$ cat config.mk
export PLATFORM = sky130hd
export DESIGN_NAME = angle_spi_reader
export DESIGN_NICKNAME = d
export VERILOG_FILES = /design/src/rtl/angle_spi_pkg.sv /design/src/rtl/spi_mode3_shifter.sv /design/src/rtl/frame_sequencer.sv /design/src/rtl/sample_checker.sv /design/src/rtl/angle_spi_reader.sv
export SDC_FILE = /design/constraint.sdc
export NUM_CORES = 1
export LEC_CHECK = 0
export ABC_AREA = 1
export BUFFER_PORTS_ARGS = -buffer_cell sky130_fd_sc_hd__buf_2
export CAP_MARGIN = 20
export CORE_MARGIN = 2
export CORE_UTILIZATION = 59
export DETAILED_ROUTE_END_ITERATION = 7
export GPL_ROUTABILITY_DRIVEN = 0
export PLACE_DENSITY = 0.85
export SLEW_MARGIN = 20
export SYNTH_ARGS = -nofsm -noshare
export SYNTH_HDL_FRONTEND = slang
export SYNTH_SLANG_ARGS = --single-unit
$ cat constraint.sdc
create_clock -name clk -period 5.2 [get_ports clk]
set_clock_uncertainty 0.2 [all_clocks]
set_input_delay 0.26 -clock clk [delete_from_list [all_inputs] [get_ports clk]]
set_output_delay 0.26 -clock clk [all_outputs]
set_load 0.02 [all_outputs]
$ cat src/rtl/angle_spi_pkg.sv
package angle_spi_pkg;

   localparam int FRAME_W = 16;
   localparam int BYTE_W  = 8;
   localparam int ANGLE_W = 14;

   // read flag in bit 15, register number in bits 14:8
   localparam logic [FRAME_W-1:0] CMD_HI_REG = 16'h8300;
   localparam logic [FRAME_W-1:0] CMD_LO_REG = 16'h8400;

   typedef enum logic [2:0] {
      ST_IDLE,
      ST_PRE,    // cs_n high, guard before it falls
      ST_SETUP,  // cs_n low, guard before first sclk edge
      ST_XFER,   // shifting
      ST_HOLD,   // cs_n low, guard after last sclk edge
      ST_POST,   // cs_n high, guard after it rises
      ST_GAP,    // idle spacing between the two frames
      ST_DONE    // hand the word to the checker
   } seq_state_t;

endpackage

$ cat src/rtl/spi_mode3_shifter.sv
module spi_mode3_shifter
   import angle_spi_pkg::*;
#(
   parameter int TX_W   = FRAME_W,
   parameter int KEEP_W = BYTE_W
) (
   input  logic              clk,
   input  logic              rst_n,
   input  logic              load,
   input  logic              run,
   input  logic              tick,
   input  logic [TX_W-1:0]   tx_word,
   input  logic              miso,
   output logic              sclk,
   output logic              mosi,
   output logic [KEEP_W-1:0] rx_tail,
   output logic              done
);

   localparam int CW = $clog2(TX_W + 1);
   localparam logic [CW-1:0] LAST_CNT = CW'(TX_W);

   logic [TX_W-1:0] sh_q;
   logic [CW-1:0]   bit_q;

   generate
      if (KEEP_W > TX_W) begin : g_bad_keep
         $error("KEEP_W must not exceed TX_W");
      end
   endgenerate

   always_ff @(posedge clk) begin
      if (!rst_n) begin
         sclk    <= 1'b1;
         mosi    <= 1'b0;
         sh_q    <= '0;
         bit_q   <= '0;
         rx_tail <= '0;
      end else if (load) begin
         sh_q  <= tx_word;
         sclk  <= 1'b1;
         bit_q <= '0;
      end else if (run && tick && (bit_q != LAST_CNT)) begin
         if (sclk) begin
            sclk <= 1'b0;
            mosi <= sh_q[TX_W-1];
            sh_q <= {sh_q[TX_W-2:0], 1'b0};
         end else begin
            sclk    <= 1'b1;
            // the shallow register keeps only the trailing bits of the frame
            rx_tail <= {rx_tail[KEEP_W-2:0], miso};
            bit_q   <= bit_q + 1'b1;
         end
      end
   end

   assign done = (bit_q == LAST_CNT);


   mosi_steady_chk: assert property (@(posedge clk) disable iff (!rst_n)
      $rose(sclk) |-> $stable(mosi));

endmodule

$ cat src/rtl/frame_sequencer.sv
module frame_sequencer
   import angle_spi_pkg::*;
#(
   parameter int CLK_DIV      = 4,
   parameter int GUARD_HALVES = 2,
   parameter int GAP_HALVES   = 4
) (
   input  logic               clk,
   input  logic               rst_n,
   input  logic               trigger,
   input  logic               xfer_done,
   output logic               busy,
   output logic               cs_n,
   output logic               tick,
   output logic               load,
   output logic               run,
   output logic               frame_sel,
   output logic               cap_en,
   output logic               eval,
   output logic [FRAME_W-1:0] tx_word
);

   localparam int MAXH = (GUARD_HALVES > GAP_HALVES) ? GUARD_HALVES : GAP_HALVES;
   localparam int HW   = $clog2(MAXH + 1);
   localparam logic [HW-1:0] GUARD_LAST = HW'(GUARD_HALVES - 1);
   localparam logic [HW-1:0] GAP_LAST   = HW'(GAP_HALVES - 1);

   seq_state_t state_q, state_d;
   logic [HW-1:0] half_q;
   logic          active;
   logic          guard_end;
   logic          in_guard;

   assign active = (state_q != ST_IDLE);

   generate
      if (CLK_DIV < 1) begin : g_bad_div
         $error("CLK_DIV must be at least 1");
      end
      if (GUARD_HALVES < 1 || GAP_HALVES < 1) begin : g_bad_guard
         $error("guard and gap lengths must be at least one half-period");
      end
      if (CLK_DIV == 1) begin : g_div_bypass
         assign tick = active;
      end else begin : g_div_count
         localparam int DW = $clog2(CLK_DIV);
         localparam logic [DW-1:0] DIV_LAST = DW'(CLK_DIV - 1);
         logic [DW-1:0] div_q;
         always_ff @(posedge clk) begin
            if (!rst_n || !active || div_q == DIV_LAST) div_q <= '0;
            else                                        div_q <= div_q + 1'b1;
         end
         assign tick = active && (div_q == DIV_LAST);
      end
   endgenerate

   assign in_guard  = (state_q == ST_PRE) || (state_q == ST_SETUP) || (state_q == ST_HOLD) ||
                      (state_q == ST_POST) || (state_q == ST_GAP);
   assign guard_end = in_guard && tick &&
                      (half_q == ((state_q == ST_GAP) ? GAP_LAST : GUARD_LAST));

   always_comb begin
      state_d = state_q;
      unique case (state_q)
         ST_IDLE:  if (trigger)   state_d = ST_PRE;
         ST_PRE:   if (guard_end) state_d = ST_SETUP;
         ST_SETUP: if (guard_end) state_d = ST_XFER;
         ST_XFER:  if (xfer_done) state_d = ST_HOLD;
         ST_HOLD:  if (guard_end) state_d = ST_POST;
         ST_POST:  if (guard_end) state_d = frame_sel ? ST_DONE : ST_GAP;
         ST_GAP:   if (guard_end) state_d = ST_PRE;
         ST_DONE:                 state_d = ST_IDLE;
         default:                 state_d = ST_IDLE;
      endcase
   end

   always_ff @(posedge clk) begin
      if (!rst_n) begin
         state_q   <= ST_IDLE;
         half_q    <= '0;
         frame_sel <= 1'b0;
         cs_n      <= 1'b1;
      end else begin
         state_q <= state_d;
         if (state_d != state_q) half_q <= '0;
         else if (tick)          half_q <= half_q + 1'b1;
         if (state_q == ST_IDLE && state_d == ST_PRE) frame_sel <= 1'b0;
         else if (state_q == ST_GAP && state_d == ST_PRE) frame_sel <= 1'b1;
         cs_n <= !((state_d == ST_SETUP) || (state_d == ST_XFER) || (state_d == ST_HOLD));
      end
   end

   assign busy    = active;
   assign load    = (state_q == ST_PRE);
   assign run     = (state_q == ST_XFER);
   assign cap_en  = (state_q == ST_XFER) && xfer_done;
   assign eval    = (state_q == ST_DONE);
   assign tx_word = frame_sel ? CMD_LO_REG : CMD_HI_REG;


   trig_start_chk: assert property (@(posedge clk) disable iff (!rst_n)
      (!busy && trigger) |=> busy);


   cs_idle_chk: assert property (@(posedge clk) disable iff (!rst_n)
      !busy |-> cs_n);


   cs_stable_xfer_chk: assert property (@(posedge clk) disable iff (!rst_n)
      run |-> !cs_n);

endmodule

$ cat src/rtl/sample_checker.sv
module sample_checker
   import angle_spi_pkg::*;
#(
   parameter int CNT_W = 16
) (
   input  logic               clk,
   input  logic               rst_n,
   input  logic               cap_en,
   input  logic               frame_sel,
   input  logic [BYTE_W-1:0]  rx_byte,
   input  logic               eval,
   output logic [ANGLE_W-1:0] angle,
   output logic               angle_valid,
   output logic               parity_error,
   output logic               no_magnet,
   output logic [CNT_W-1:0]   perr_count,
   output logic [CNT_W-1:0]   nomag_count
);

   localparam int NCNT = 2;
   localparam int WORD_W = 2 * BYTE_W;

   logic [BYTE_W-1:0] hi_q, lo_q;
   logic [WORD_W-1:0] word;
   logic              par_bad;
   logic              mag_bad;
   logic [NCNT-1:0]   bump;
   logic [NCNT-1:0][CNT_W-1:0] cnt_bus;

   generate
      if (CNT_W < 1) begin : g_bad_cnt
         $error("CNT_W must be at least 1");
      end
      if (ANGLE_W + 2 != WORD_W) begin : g_bad_angle
         $error("angle must fill the word above the flag and parity bits");
      end
   endgenerate

   assign word    = {hi_q, lo_q};
   assign par_bad = ^word;
   assign mag_bad = word[1];
   assign bump[0] = eval && par_bad;
   assign bump[1] = eval && !par_bad && mag_bad;

   always_ff @(posedge clk) begin
      if (!rst_n) begin
         hi_q         <= '0;
         lo_q         <= '0;
         angle        <= '0;
         angle_valid  <= 1'b0;
         parity_error <= 1'b0;
         no_magnet    <= 1'b0;
      end else begin
         if (cap_en) begin
            if (frame_sel) lo_q <= rx_byte;
            else           hi_q <= rx_byte;
         end
         angle_valid  <= eval && !par_bad && !mag_bad;
         parity_error <= bump[0];
         no_magnet    <= bump[1];
         if (eval && !par_bad && !mag_bad) angle <= word[WORD_W-1:2];
      end
   end

   for (genvar g = 0; g < NCNT; g++) begin : g_cnt
      logic [CNT_W-1:0] c_q;
      always_ff @(posedge clk) begin
         if (!rst_n)                      c_q <= '0;
         else if (bump[g] && (c_q != '1)) c_q <= c_q + 1'b1;
      end
      assign cnt_bus[g] = c_q;
   end

   assign perr_count  = cnt_bus[0];
   assign nomag_count = cnt_bus[1];


   one_result_chk: assert property (@(posedge clk) disable iff (!rst_n)
      $onehot0({angle_valid, parity_error, no_magnet}));


   angle_move_chk: assert property (@(posedge clk) disable iff (!rst_n)
      !$stable(angle) |-> angle_valid);


   no_wrap_chk: assert property (@(posedge clk) disable iff (!rst_n)
      (perr_count >= $past(perr_count)) && (nomag_count >= $past(nomag_count)));


   perr_step_chk: assert property (@(posedge clk) disable iff (!rst_n)
      (perr_count != $past(perr_count)) |-> parity_error);

endmodule

$ cat src/rtl/angle_spi_reader.sv
module angle_spi_reader
   import angle_spi_pkg::*;
#(
   parameter int CLK_DIV      = 4,
   parameter int GUARD_HALVES = 2,
   parameter int GAP_HALVES   = 4,
   parameter int CNT_W        = 16
) (
   input  logic               clk,
   input  logic               rst_n,
   input  logic               trigger,
   output logic               sclk,
   output logic               mosi,
   input  logic               miso,
   output logic               cs_n,
   output logic               busy,
   output logic [ANGLE_W-1:0] angle,
   output logic               angle_valid,
   output logic               parity_error,
   output logic               no_magnet,
   output logic [CNT_W-1:0]   parity_err_count,
   output logic [CNT_W-1:0]   no_magnet_count
);

   logic               tick, load, run, frame_sel, cap_en, eval, xfer_done;
   logic [FRAME_W-1:0] tx_word;
   logic [BYTE_W-1:0]  rx_byte;

   frame_sequencer #(
      .CLK_DIV      (CLK_DIV),
      .GUARD_HALVES (GUARD_HALVES),
      .GAP_HALVES   (GAP_HALVES)
   ) u_seq (
      .clk       (clk),
      .rst_n     (rst_n),
      .trigger   (trigger),
      .xfer_done (xfer_done),
      .busy      (busy),
      .cs_n      (cs_n),
      .tick      (tick),
      .load      (load),
      .run       (run),
      .frame_sel (frame_sel),
      .cap_en    (cap_en),
      .eval      (eval),
      .tx_word   (tx_word)
   );

   spi_mode3_shifter #(
      .TX_W   (FRAME_W),
      .KEEP_W (BYTE_W)
   ) u_shift (
      .clk     (clk),
      .rst_n   (rst_n),
      .load    (load),
      .run     (run),
      .tick    (tick),
      .tx_word (tx_word),
      .miso    (miso),
      .sclk    (sclk),
      .mosi    (mosi),
      .rx_tail (rx_byte),
      .done    (xfer_done)
   );

   sample_checker #(
      .CNT_W (CNT_W)
   ) u_chk (
      .clk          (clk),
      .rst_n        (rst_n),
      .cap_en       (cap_en),
      .frame_sel    (frame_sel),
      .rx_byte      (rx_byte),
      .eval         (eval),
      .angle        (angle),
      .angle_valid  (angle_valid),
      .parity_error (parity_error),
      .no_magnet    (no_magnet),
      .perr_count   (parity_err_count),
      .nomag_count  (no_magnet_count)
   );


   sclk_idle_chk: assert property (@(posedge clk) disable iff (!rst_n)
      cs_n |-> sclk);


   result_when_done_chk: assert property (@(posedge clk) disable iff (!rst_n)
      (angle_valid || parity_error || no_magnet) |-> !busy);

endmodule

==> flow_summary.ini, run 1 <==
[status]
status = complete, no violations

[floorplanning]
coreArea_mm2 = 0.00830
rows = 33
dieArea_mm2 = 0.00937
start_util = 0.612
die_width_um = 96.8
fp.dieH_um = 96.8
top_level_ports = 57

[critical_path]
crit_type = reg -> reg
cpMostUsedCell = nand3_1
cpLargestDelayFamily = simple AND/OR/NAND/NOR gates
path_buf_inv = 1
crit_arrival_ps = 2560
path_max_fanout = 18
crit_chain = ha_1, nand3_1, inv_1, nand3_1, nor3_1, nand2_1, nand3_4, o21ai_0, a21oi_1
slowest_delay_ps = 440
start_kind = register
required_ps = 5300
crit_path_top_delay_cell = dfxtp_1
endpoint_kind = register

[timing]
fin_ws_ps = 2740
fmax_mhz = 407
holdWs_ps = 52.0
hold_viol_final = 0
drv_slew = 0
period_minus_slack_ps = 2460
finalSetupViolCount = 0
finalSetupTns_ps = 0
rsz0062_at_grt = false
slew_headroom = 0.519
max_slew.worst_pin.slew_ps = 721
finalCritPeriodShare = 0.473

[finish]
final_cells = 845
area_growth_syn_to_layout_pct = 9.55
antenna_cells = 0
register_area_mm2 = 0.00196
drive_gt1_frac = 0.196
layout.nets = 745
multiInputGateArea_mm2 = 0.00267
nFillCells = 677

[power]
power_frac_seq = 0.590
p_clk_frac = 0.377
combPwrFrac = 0.033
leakage_nw = 2.35
intPower_mw = 0.953
p_sw_frac = 0.256
p_switching_mw = 0.328
powerDensity_mw_per_mm2 = 230
peakVddDrop_mv = 0.144

[logic_synthesis]
synth_flop_cell = dfxtp_1
ys_seq_area_frac = 0.386
synth_top_area_cell = dfxtp_1
async_flop_share = 0
synth_cell_type_count = 37
synth_edf_count = 0
syn_inst = 688
synth_area_mm2 = 0.00508
synth_top_area_frac = 0.386
ys.warnings.count = 0
synthesis.nets = 698
synth_seq_cells = 98
syn_avg_cell_area_um2 = 7.39
netlist_top_cells_area = dfxtp_1 (39%), nand2_1 (12%), a21oi_1 (6.5%)

[clocking]
cts_made_buffers = 9
cts_buffer_depth = 2
cts.sinks = 98
path_clk_slew_ps = 100
ctsResizeCount = 0
cts_tree = built
htree_levels = 3
clock_latency_ps = 370
cts.root.buffer_cell = clkbuf_8

[route]
wl_met3_um = 583
drt-total-wl_um = 10700
wl_met2_um = 5200
vias_per_cell = 5.43
wire_per_inst_um = 12.7
ant_nets = 0
highest_layer = met4
via_count = 4585
drtIter0Drc = 250
drc = 0
met1Wirelength_um = 4790
firstDrtPassIters = 7

[global_route]
grt_pass1_wl_um = 18700
grt_start_max_net_pins = 52
grt_pass1_vias = 4303
antenna_found_initial = 0
overflow = 0
grt_util_all_layers = 0.233

[placed_design]
place_ws_ps = 2810
dp_hpwl_um = 7610
dp.cells = 828
port_buffers = 56

[hold_path]
hp-class = in -> reg

[run]
cap_violations = 0
[logic make-up (layout without fill, tap and decap cells)]
family | after synthesis | in the layout | synth area share
DFF | 98 | 98 | 0.386
adders and majority gates | 6 | 6 | 0.0148
and+or+nand+nor | 320 | 320 | 0.324
buffers and inverters | 105 | 157 | 0.0881
AOI/OAI and AO/OA | 130 | 130 | 0.137
xor gates and xnor gates | 29 | 29 | 0.0500
[power groups by stage]
stage          registers (mW)  logic, mW  clock network [mW]
2_1_floorplan           0.773     0.0317                   0
3_3_place_gp            0.773     0.0397                   0
3_5_place_dp            0.773     0.0417                   0
4_1_cts                 0.756     0.0425               0.493
5_1_grt                 0.757     0.0485               0.523
6_report                0.756     0.0425               0.483
[cell usage in the layout, fill, tap and decap left out, types with 3 or more instances in the layout]
| cell type | synthesis | layout |
|---|---|---|
| nand2_1 | 157 | 157 |
| o21ai_1 | 4 | 4 |
| dfxtp_1 | 98 | 98 |
| nand4_1 | 19 | 19 |
| nand2_4 | 7 | 7 |
| inv_1 | 70 | 70 |
| clkbuf_8 | 0 | 9 |
| inv_6 | 0 | 3 |
| nor2_1 | 52 | 52 |
| nand3b_1 | 4 | 4 |
| inv_2 | 12 | 12 |
| a21oi_1 | 66 | 66 |
| a21oi_2 | 10 | 10 |
| nand3_2 | 12 | 12 |
| nand2_2 | 14 | 14 |
| nor4_1 | 3 | 3 |
| ha_1 | 6 | 6 |
| nand3_4 | 3 | 3 |
| xnor2_1 | 8 | 8 |
| nand3_1 | 23 | 23 |
| o21ai_0 | 48 | 48 |
| xor2_1 | 21 | 21 |
| nor3_1 | 11 | 11 |
| nor3b_1 | 3 | 3 |
| buf_2 | 1 | 56 |
[worst paths after layout]
kind / end / slack, ps / depth (start not counted) / from
max: u_chk.perr_count[1] / 2740 / 9 / u_chk.perr_count[0]
min reg2reg: u_seq.g_div_count.div_q[0] / 230 / 1 / u_seq.g_div_count.div_q[0]
min: u_seq.frame_sel / 50 / 4 / trigger
max reg2reg: u_chk.perr_count[1] / 2740 / 9 / u_chk.perr_count[0]
[through the flow]
step	cell area [um2]	util	total power, mW
3_5_place_dp	5370	0.647	0.815
4_1_cts	5570	0.671	1.29
6_report	5570	0.671	1.28
3_3_place_gp	5370	0.647	0.813
2_1_floorplan	5080	-	0.804
5_1_grt	5570	0.671	1.33
[cells in the mapped netlist (2+ instances only)]
cell type  instances
nand2_1          157
dfxtp_1           98
inv_1             70
a21oi_1           66
nor2_1            52
o21ai_0           48
nand3_1           23
xor2_1            21
nand4_1           19
clkbuf_1          14
nand2_2           14
inv_2             12
nand3_2           12
nor3_1            11
a21oi_2           10
xnor2_1            8
nand2_4            7
ha_1               6
nand3b_1           4
o21ai_1            4
buf_4              3
buf_6              3
nand3_4            3
nor3b_1            3
nor4_1             3
nor2_2             2
nor2_4             2
nor2_8             2
nor3_2             2
nor3_4             2
[flip-flops by register name, summed over array words and instances, names as in the netlist]
register,flops
u_seq.frame_sel,1
u_chk.lo_q,8
u_shift.mosi,1
u_shift.sh_q,8
u_seq.state_q,3
u_chk.parity_error,1
u_seq.g_div_count.div_q,2
u_chk.angle_valid,1
u_shift.rx_tail,8
u_chk.hi_q,8
u_shift.sclk,1
u_seq.cs_n,1
u_chk.nomag_count,16
u_chk.no_magnet,1
u_shift.bit_q,5
u_chk.perr_count,16
u_chk.angle,14
u_seq.half_q,3
[what timing repair did]
| action | in CTS | in global routing |
|---|---|---|
| hold buffers | 1 | 0 |
| endpoints found under the hold margin | 1 | 0 |
| endpoints found under the setup margin | 0 | 0 |
| buffers inserted | 0 | 0 |
[layer usage]
| layer | vias up | GRT usage |
|---|---|---|
| li1 | 2327 | - |
| met1 | 2098 | 0.300 |
| met2 | 140 | 0.396 |
| met3 | 20 | 0.0441 |
| met4 | 0 | 0.0737 |
| met5 | - | 0 |
[cell type report]
cell class,count,area share
clock buffer,9,0.0222
clock inverter,7,0.0119
inverter,83,0.0564
multi-input combinational,485,0.480
sequential,98,0.352
tap,105,0.0236
timing repair buffer,58,0.0535
[worst min-delay path, cell delays in order]
cell,delay [ps]
buf_2,70
inv_1,40
a21oi_1,130
nor3_1,60
No activity file was read; power rests on OpenSTA's default activity.
==> inputs of run 2 (changes only) <==
--- a/config.mk
+++ b/config.mk
@@ -9,10 +9,10 @@
 export BUFFER_PORTS_ARGS = -buffer_cell sky130_fd_sc_hd__buf_2
 export CAP_MARGIN = 20
 export CORE_MARGIN = 2
-export CORE_UTILIZATION = 59
+export CORE_UTILIZATION = 53
 export DETAILED_ROUTE_END_ITERATION = 7
 export GPL_ROUTABILITY_DRIVEN = 0
-export PLACE_DENSITY = 0.85
+export PLACE_DENSITY = 0.81
 export SLEW_MARGIN = 20
 export SYNTH_ARGS = -nofsm -noshare
 export SYNTH_HDL_FRONTEND = slang
==> constraint.sdc (replaced) <==
create_clock -name clk -period 2.23 [get_ports clk]
set_clock_uncertainty 0.2 [all_clocks]
set_input_delay 0.1115 -clock clk [delete_from_list [all_inputs] [get_ports clk]]
set_output_delay 0.1115 -clock clk [all_outputs]
set_load 0.02 [all_outputs]
==> flow_summary.ini, run 2 (synthesis gave the netlist of run 1 again) <==
[hold_path]
hp-class = reg -> reg
whs_endpoint = u_seq.g_div_count.div_q[0]
worstHoldStart = u_seq.g_div_count.div_q[0]
hold_depth = 1

[clocking]
cts.root.buffer_cell = clkbuf_8
clock_latency_ps = 370
cts.sinks = 98
cts_tree = built
htree_levels = 3
cts_buffer_depth = 2
cts_made_buffers = 9
path_clk_slew_ps = 80

[power]
leakage_nw = 2.51
combPwrFrac = 0.036
p_sw_frac = 0.221
p_switching_mw = 0.660
peakVddDrop_mv = 0.314
intPower_mw = 2.33
p_clk_frac = 0.376
power_frac_seq = 0.589
powerDensity_mw_per_mm2 = 510

[route]
drc = 0
ant_nets = 0
wire_per_inst_um = 12.7
via_count = 4630
drtIter0Drc = 250
vias_per_cell = 5.17
drt-total-wl_um = 11300
firstDrtPassIters = 5

[finish]
layout.nets = 773
final_common_cell = nand2_1
antenna_cells = 0
area_growth_syn_to_layout_pct = 15.4
drive_gt1_frac = 0.231
mostFrequentLayoutCells = nand2_1 (156), dfxtp_1 (93), inv_1 (70), a21oi_1 (66), buf_2 (56)
finish.utilization = 0.632

[floorplanning]
top_level_ports = 57
start_util = 0.547
coreArea_mm2 = 0.00928
fp.dieH_um = 102
die_width_um = 102
dieArea_mm2 = 0.0104
rows = 35

[global_route]
antenna_found_initial = 0
grt_pass1_wl_um = 18100
use_met3 = 0.0383
grt_start_max_net_pins = 43
overflow = 0
grt-busiest-layer = met2
grt.met1_usage = 0.274
grt_pass1_vias = 4137
grt_util_all_layers = 0.216
use_met2 = 0.362

[timing]
max_slew.worst_pin.slew_ps = 462
slew_headroom = 0.689
holdWs_ps = 226
finalSetupViolCount = 0
drv_slew = 0
finalCritPeriodShare = 0.944
fmax_mhz = 475
period_minus_slack_ps = 2110
hold_viol_final = 0
finalSetupTns_ps = 0

[critical_path]
crit_type = reg -> reg
endpoint_kind = register
r2r_slack_ps = 120
required_ps = 2290
crit_arrival_ps = 2170
reg2reg_from = u_chk.nomag_count[0]
r2r_end = u_chk.nomag_count[1]
rr_worst_depth = 9
start_kind = register
path_max_fanout = 14

[placed_design]
port_buffers = 56
dp_hpwl_um = 7860

[status]
status = complete, no violations

[run]
cap_violations = 0
## run 2: changes by cell type in the layout (fill, tap and decap cells not counted), sizes merged
| cell | previous run | this run |
|---|---|---|
| buf | 57 | 81 |
| inv | 88 | 83 |
| clkbuf | 9 | 12 |
| dlygate4sd3 | 1 | 3 |
| nand3 | 38 | 40 |
| bufinv | 0 | 1 |
## run 2: worst max-delay path, cell delays in order, from the launching register on
cell,delay (ps)
dfxtp_2,370
ha_2,210
nand2_1,120
nor3_4,260
nand2_2,90
nor3_4,200
nand2_4,100
buf_4,230
a21oi_1,160
nor2_1,60
## run 2: layout make-up
class | count | area (um2)
fill | 829 | 3420
clock inverter | 3 | 40.0
clock buffer | 12 | 145
timing repair buffer | 84 | 510
tap | 129 | 161
multi-input combinational | 487 | 2730
sequential | 98 | 1970
inverter | 83 | 314
## run 2: stage by stage
step	area [um2]	power (mW)	std cells	worst slack, ps
5_1_grt	5870	3.11	896	-22.1
3_5_place_dp	5540	1.91	871	45.9
2_1_floorplan	5080	1.88	688	84.1
6_report	5870	2.99	896	125
4_1_cts	5760	3.02	889	24.2
3_3_place_gp	5540	1.90	871	84.0
## run 2: how the worst max path moves through the flow
stage,start,cells after the start,end,slack [ps]
after global placement,u_chk.hi_q[1],13,u_chk.angle[11],80
final,u_chk.nomag_count[0],9,u_chk.nomag_count[1],120
after global routing,u_chk.hi_q[2],13,u_chk.nomag_count[0],-20
after CTS,u_chk.hi_q[2],13,u_chk.angle[0],20
after floorplan,u_chk.nomag_count[0],10,u_chk.nomag_count[7],80
after detailed placement,u_chk.hi_q[5],13,u_chk.angle[0],50
## run 2: metal layers
layer	vias up	share of wire
met2	127	0.49
met5	-	0
met4	0	0.016
met3	16	0.044
met1	2105	0.45
li1	2382	-
## run 2: power by group through the flow
stage / Clock (mW) / Combinational, mW / Sequential (mW)
floorplan: 0 / 0.0739 / 1.80
detailed placement: 0 / 0.102 / 1.80
global placement: 0 / 0.0990 / 1.80
CTS: 1.15 / 0.107 / 1.76
global route: 1.23 / 0.120 / 1.76
finish: 1.12 / 0.106 / 1.76
## run 2: repair_timing
action | in CTS | in global routing
setup endpoints to repair | 0 | 35
setup buffers | 0 | 5
hold endpoints to repair | 12 | 0
hold buffers | 3 | 0
gates resized for setup | 0 | 13
